`src/rtl/tred_pkg.sv`:
```
package tred_pkg;
  typedef enum logic [1:0] {
    TS_IDLE = 2'd0,
    TS_RUN  = 2'd1,
    TS_DONE = 2'd2
  } tred_state_t;
endpackage

```
`src/rtl/tred_step.sv`:
```
// Next-pair computation: advance within the layer, or open the next layer.
module tred_step #(
  parameter int IW = 7
) (
  input  logic [IW:0] j_i,
  input  logic [IW:0] s_i,
  input  logic [IW:0] n_i,
  output logic [IW:0] j_o,
  output logic [IW:0] s_o,
  output logic [IW:0] r_o,
  output logic        more_o
);
  localparam int XW = IW + 3;

  logic [XW-1:0] jx, sx, nx, j2, s2, rs;

  always_comb begin
    jx = {2'b00, j_i};
    sx = {2'b00, s_i};
    nx = {2'b00, n_i};
    j2 = jx + (sx << 1);
    s2 = sx << 1;
    rs = j2 + sx;
    if (rs < nx) begin
      j_o    = j2[IW:0];
      s_o    = s_i;
      r_o    = rs[IW:0];
      more_o = 1'b1;
    end else if (s2 < nx) begin
      j_o    = '0;
      s_o    = s2[IW:0];
      r_o    = s2[IW:0];
      more_o = 1'b1;
    end else begin
      j_o    = j_i;
      s_o    = s_i;
      r_o    = rs[IW:0];
      more_o = 1'b0;
    end
  end
endmodule

```
`src/rtl/tred_count.sv`:
```
// Holds the operation count of the loaded schedule.
module tred_count #(
  parameter int IW = 7
) (
  input  logic          clk,
  input  logic          rst,
  input  logic          load,
  input  logic [IW-1:0] n_m1,
  output logic [IW-1:0] op_count
);
  // A binary tree over N leaves has N-1 internal merges.
  always_ff @(posedge clk) begin
    if (rst)       op_count <= '0;
    else if (load) op_count <= n_m1;
  end

  AST_COUNT_STABLE: assert property (@(posedge clk) disable iff (rst)
    !load |=> $stable(op_count));
endmodule

```
`src/rtl/tree_reduce_sched.sv`:
```
module tree_reduce_sched #(
  parameter int IW = 7
) (
  input  logic          clk,
  input  logic          rst,
  input  logic          start,
  input  logic [IW-1:0] n_m1,
  input  logic          advance,
  output logic          valid,
  output logic [IW-1:0] left_idx,
  output logic [IW-1:0] right_idx,
  output logic          last,
  output logic          done,
  output logic [IW-1:0] op_count
);
  import tred_pkg::*;

  localparam int CW = IW + 1;

  tred_state_t   state_q;
  logic [CW-1:0] j_q, s_q, r_q, n_q;
  logic [CW-1:0] j_nx, s_nx, r_nx;
  logic          more;
  logic          load;
  logic [CW-1:0] n_load;

  assign load   = start && (state_q != TS_RUN);
  assign n_load = {1'b0, n_m1} + CW'(1);

  tred_step #(.IW(IW)) u_step (
    .j_i(j_q), .s_i(s_q), .n_i(n_q),
    .j_o(j_nx), .s_o(s_nx), .r_o(r_nx), .more_o(more)
  );

  tred_count #(.IW(IW)) u_count (
    .clk(clk), .rst(rst), .load(load), .n_m1(n_m1), .op_count(op_count)
  );

  always_ff @(posedge clk) begin
    if (rst) begin
      state_q <= TS_IDLE;
      j_q <= '0;
      s_q <= '0;
      r_q <= '0;
      n_q <= '0;
    end else begin
      case (state_q)
        TS_RUN: begin
          if (advance) begin
            if (more) begin
              j_q <= j_nx;
              s_q <= s_nx;
              r_q <= r_nx;
            end else begin
              state_q <= TS_DONE;
            end
          end
        end
        default: begin
          if (start) begin
            n_q     <= n_load;
            j_q     <= '0;
            s_q     <= CW'(1);
            r_q     <= CW'(1);
            state_q <= (n_m1 == '0) ? TS_DONE : TS_RUN;
          end else begin
            state_q <= TS_IDLE;
          end
        end
      endcase
    end
  end

  assign valid     = (state_q == TS_RUN);
  assign done      = (state_q == TS_DONE);
  assign left_idx  = j_q[IW-1:0];
  assign right_idx = r_q[IW-1:0];
  assign last      = valid && !more;

  // Checker-only tally of accepted pairs.
  logic [CW-1:0] tally_q;
  always_ff @(posedge clk) begin
    if (rst || load)            tally_q <= '0;
    else if (valid && advance)  tally_q <= tally_q + CW'(1);
  end

  AST_RIGHT_ABOVE_LEFT: assert property (@(posedge clk) disable iff (rst)
    valid |-> right_idx > left_idx);
  AST_RIGHT_IN_RANGE: assert property (@(posedge clk) disable iff (rst)
    valid |-> {1'b0, right_idx} < n_q);
  AST_FIRST_PAIR: assert property (@(posedge clk) disable iff (rst)
    $rose(valid) |-> (left_idx == '0) && (right_idx == IW'(1)));
  AST_HOLD_PAIR: assert property (@(posedge clk) disable iff (rst)
    valid && !advance |=> valid && $stable(left_idx) && $stable(right_idx));
  AST_LAST_THEN_DONE: assert property (@(posedge clk) disable iff (rst)
    valid && last && advance |=> done && !valid);
  AST_LAST_AT_ZERO: assert property (@(posedge clk) disable iff (rst)
    valid && last |-> left_idx == '0);
  AST_BUSY_START_IGNORED: assert property (@(posedge clk) disable iff (rst)
    valid && start |=> $stable(n_q) && $stable(op_count));
  AST_PAIR_TALLY: assert property (@(posedge clk) disable iff (rst)
    valid && last && advance |-> tally_q + CW'(1) == {1'b0, op_count});
endmodule

```
`config.mk`:
```
export PLATFORM = sky130hd
export DESIGN_NAME = tree_reduce_sched
export DESIGN_NICKNAME = d
export VERILOG_FILES = /design/src/rtl/tred_pkg.sv /design/src/rtl/tred_step.sv /design/src/rtl/tred_count.sv /design/src/rtl/tree_reduce_sched.sv
export SDC_FILE = /design/constraint.sdc
export NUM_CORES = 1
export LEC_CHECK = 0
export BUFFER_PORTS_ARGS = -buffer_cell sky130_fd_sc_hd__buf_2
export CAP_MARGIN = 20
export CORE_ASPECT_RATIO = 1.4
export CORE_MARGIN = 10
export CORE_UTILIZATION = 55
export CTS_CLUSTER_SIZE = 24
export DETAILED_ROUTE_END_ITERATION = 16
export PLACE_DENSITY = 0.84
export SLEW_MARGIN = 20
export SYNTH_ARGS = -nofsm -noshare
export SYNTH_HDL_FRONTEND = slang
export SYNTH_HIERARCHICAL = 1
export SYNTH_SLANG_ARGS = --single-unit
```
`constraint.sdc`:
```
create_clock -name clk -period 4.65 [get_ports clk]
set_clock_uncertainty 0.15 [all_clocks]
set_input_delay 0.2325 -clock clk [delete_from_list [all_inputs] [get_ports clk]]
set_output_delay 0.2325 -clock clk [all_outputs]
set_load 0.02 [all_outputs]
```
### Word level (Yosys, flattened, before mapping)

Index checks and enable logic that the tools add are counted.

* bits in registers: 40
* bits of input ports: 11
* output and inout bits: 24
* word-level logic and storage cells: 55

* $add $sub $neg: 3
* $lt $le $gt $ge: 2
* equality and inequality tests: 9
* multiplexer cells: 24
* bitwise logic cells: 1
* reduce and logical (&&, ||, !) cells: 10

Operators with widths (count)
* $mux 8: 12
* $mux 7: 5
* $add 10x8->10: 1
* $add 8x9->10: 1
* $lt 10x8->1: 1
* $mux 2: 5
* $lt 9x8->1: 1
* $add 7x1->8 const B: 1
* $logic_not 7->1: 1
* $ne 2x1->1 const B: 3
* $ne 2x2->1 const B: 3
* $reduce_and 5->1: 1
* $reduce_and 2->1: 2
* $reduce_and 4->1: 1
* $ne 3x1->1 const B: 1
* $reduce_and 3->1: 1
* $eq 2x1->1 const B: 1
* $eq 2x2->1 const B: 1
* $logic_and 1x1->1: 2
* $mux 1: 2
* $reduce_bool 2->1: 1
* $logic_not 1->1: 1
* $not 1->1: 1

### Logic depth before layout (Yosys ltp)

* depth in word-level cells: 7
* depth in mapped cells: 23
* gate-level depth less buffers: 22

### Hierarchy

Netlist, hierarchy kept.

Modules (own cells, without submodules)
* tree_reduce_sched: times used 1, cells an instance 169, area each 1460.2 um^2, seq. area each 660.6 um^2
* tred_step: times used 1, cells an instance 155, area each 1258.7 um^2, seq. area each 0.0 um^2
* tred_count: times used 1, cells an instance 22, area each 247.7 um^2, seq. area each 140.1 um^2

### Worst setup path after synthesis

OpenSTA, ideal clock, no wires.

* path type: reg-to-reg
* start point: reg s_q[0]
* end point: reg r_q[6]
* setup time: 70 ps
* data arrival time: 4043 ps
* data required time: 4430 ps
* setup slack: 387 ps
* stages on the path, launching flop included: 24
* path buffers: 1
* period minus slack after synthesis: 4263 ps
* cells stage by stage: dfxtp_1 -> ha_1 -> inv_1 -> fa_1 -> nor2b_1 -> o31a_1 -> a21oi_1 -> ha_1 -> o21ai_0 -> nor2b_1 -> o21ai_0 -> nand2b_1 -> xor2_1 -> ha_1 -> o21ai_0 -> a21oi_1 -> nor2_1 -> a2bb2oi_1 -> inv_1 -> and2_0 -> mux2i_4 -> buf_6 -> nand2_1 -> a21oi_2

* elaborated cells on any way between the ends: 13
* classes of those cells: add/sub: 2; order compare: 2; eq/ne: 1; mux: 7; reduce/logical: 1

RTL lines
* start, declared: RTL line tree_reduce_sched.sv:21 `logic [CW-1:0] j_q, s_q, r_q, n_q;`
* start signal, assigned: RTL line tree_reduce_sched.sv:52 `s_q <= s_nx;`
* $add 8x9->10: RTL line tred_step.sv:21 `j2 = jx + (sx << 1);`
* $add 10x8->10: RTL line tred_step.sv:23 `rs = j2 + sx;`
* $lt 10x8->1: RTL line tred_step.sv:24 `if (rs < nx) begin`
* $mux 1 (*): RTL line tred_step.sv:24
* net more: RTL line tree_reduce_sched.sv:23 `logic more;`
* $ne 2x1->1 (no line) (*)
* $reduce_and 3->1 (no line) (*)
* end signal, assigned: RTL line tree_reduce_sched.sv:53 `r_q <= r_nx;`
* end, declared: RTL line tree_reduce_sched.sv:21

The timed path passes the listed nets; every way through them passes the cells marked *. The select of a mux whose other input is x is not followed.
A chain may end at the register's enable or synchronous reset.

### Worst setup path in the final report

* start point: reg s_q[0]
* end point: reg j_q[7]

* elaborated cells on any way between the ends: 13
* classes of those cells: add/sub: 2; order compare: 2; eq/ne: 2; mux: 6; reduce/logical: 1

RTL lines
* $add 8x9->10: RTL line tred_step.sv:21
* $add 10x8->10: RTL line tred_step.sv:23
* $lt 10x8->1: RTL line tred_step.sv:24
* $mux 1 (*): RTL line tred_step.sv:24
* net more: RTL line tree_reduce_sched.sv:23
* $ne 2x1->1 (no line) (*)
* $reduce_and 4->1 (no line) (*)
* end signal, assigned: RTL line tree_reduce_sched.sv:51 `j_q <= j_nx;`
* end, declared: RTL line tree_reduce_sched.sv:21

Marks and branches as above.

==> results.ini <==
[yosys]
synth_nets=389
synth_warnings=6
syn-cell-area_mm2=0.00296
avgSynthCellArea_um2=8.57
postSynthCellCount=345

[sta]
hold_violations=0
relSlewSlack_pct=40.3
max_freq_mhz=229
period_needed_ns=4.37
slew_violations=0
setup_viol=0
fin_crit_sh_pct=93.9
tightest_slew_ns=0.896

[clock_network]
clkTransAtPathRegs_ns=0.08
clock_path_buffers=2
root_buffer=clkbuf_8
cts_sinks=40
htree_num_levels=2
cts_tree=built
cts_buffers=5
clkLatencyLatePin_ns=0.29

[drt]
first_pass_iters=4
wirelength_met1_mm=2.81
drc=0
drt_iter0_markers=131
wl_met3_um=318
avgViaCountPerCell=5.83
met2_length_mm=3.70
highest_layer=met4
wire_per_inst_um=16.1
finalWirelength_mm=7.11
antenna_left=0
vias=2576

[power]
leakage_nw=1.47
power_density_mw_per_mm2=243
ir_worst_vdd_mv=0.225

[floorplan]
io-pin-count=35
fp.dieW_um=82.0
fp-row-count=31
initial_core_util_pct=56.9
dieArea_mm2=0.00875
coreArea_mm2=0.00520
die_h_um=107

[setup_path]
cp_slowest_cell=fa_1
worstPathCellList=ha_1 > inv_1 > fa_1 > nor2b_2 > o31a_1 > a21oi_2 > ha_1 > o21ai_2 > nor2b_1 > o21ai_0 > nand2b_1 > xor2_1 > ha_1 > o21ai_0 > a21oi_1 > nor2_2 > a2bb2oi_2 > inv_1 > and2_2 > mux2i_4 > buf_6 > nand2_1 > a21oi_1
start_kind=flop
crit_required_ns=4.71
crit_type=reg -> reg
crit_start=s_q[0]
end_kind=flop
crit_fanout=10
r2r-start=s_q[0]
crit_path_frequent_cell=ha_1
max_stage_delay_ns=0.43
worstPathArrival_ns=4.43

[hold_path]
hold_class=in -> reg
worstHoldStart=n_m1[0]

[run_status]
outcome=completed

[global_routing]
grt_overflow=0
gr-usage-all-layers_pct=16.8
grt_pass1_vias=2678
grt_pass1_wl_mm=12.0
grt_max_degree=41
antenna_found_initial=0

[job]
drv_cap=0

[placed_design]
dp_hpwl_mm=5.35
io_buffer_count=34
placed_cell_area_mm2=0.00315
gp_congestion=0.974

[final_layout]
fin_util_pct=63.2
final_area_mm2=0.00329
nets=419
antenna_cells=0
drive_gt1_share_pct=23.9
areaGrowthSynthToFinish_pct=11.2
fill_cells=470

-- layer usage --
layer  up-vias  global-route usage, %
met4         0                   8.78
met5         -                      0
met3        23                   3.93
met2        74                   29.2
li1       1271                      -
met1      1208                   18.1
-- worst max-delay path, delay by kind of cell, from the launching register on --
kind                       cells  cell delay (ns)
AOI/OAI and AO/OA              8             1.11
xor gates and xnor gates       1             0.15
adders and majority gates      4             1.23
buffers and inverters          3             0.34
DFF                            1             0.36
muxes                          1             0.24
and+or+nand+nor                6             0.71
-- registers in the layout, indices dropped and copies added, names as in the netlist --
signal / flops
n_q: 8
state_q: 2
r_q: 7
j_q: 8
s_q: 8
u_count/op_count: 7
-- through the flow --
| step | cells | TNS (ns) | worst slack (ns) | total power (W) | hold slack [ns] |
|---|---|---|---|---|---|
| 2_1_floorplan | 345 | 0 | 0.400 | 0.000505 | 0.155 |
| 3_3_place_gp | 433 | 0 | 0.247 | 0.000551 | 0.287 |
| 3_5_place_dp | 433 | 0 | 0.0873 | 0.000557 | 0.291 |
| 4_1_cts | 441 | 0 | 0.0444 | 0.000799 | 0.0408 |
| 5_1_grt | 442 | -0.269 | -0.0496 | 0.000836 | 0.0606 |
| 6_report | 442 | 0 | 0.284 | 0.000800 | 0.0436 |
-- cell usage in the layout (no fill, tap or decap), types with 9 or more instances in the layout --
cell and instances:
buf_2 34, ha_1 31, a21oi_1 17, nor2b_1 10, inv_1 18, a21oi_2 14, o21ai_0 9, mux2i_1 9
nand3_1 24, xnor2_1 10, nand2_1 31, a211oi_1 10, dfxtp_1 38, nor2_1 25
-- cell type report --
cell class / count / area [um2] / area share (%)
inverter: 20 / 77.6 / 2.36
clock inverter: 1 / 7.51 / 0.228
clock buffer: 7 / 86.3 / 2.63
tap: 66 / 82.6 / 2.51
multi-input combinational: 264 / 1960 / 59.5
timing repair buffer: 44 / 273 / 8.30
sequential: 40 / 803 / 24.4
-- where the power goes --
group / leakage [nW] / switching [W] / total (W) / internal [W]
Combinational: 1.10 / 0.000117 / 0.000194 / 0.0000774
Clock: 0.0445 / 0.000122 / 0.000243 / 0.000121
Sequential: 0.327 / 0.00000715 / 0.000363 / 0.000356
-- worst paths after layout --
check,depth (start not counted),slack (ns),to
setup / recovery,23,0.28,j_q[7]
hold / removal,2,0.04,n_q[0]
setup reg to reg,23,0.28,j_q[7]
hold reg to reg,2,0.30,r_q[3]
-- repair_timing --
| item | CTS | global route |
|---|---|---|
| hold buffers | 0 | 0 |
| buffers inserted | 0 | 1 |
| resized for setup | 0 | 17 |
| endpoints found under the hold margin | 0 | 0 |
| endpoints found under the setup margin | 0 | 24 |
(Power assumes the default switching activity.)
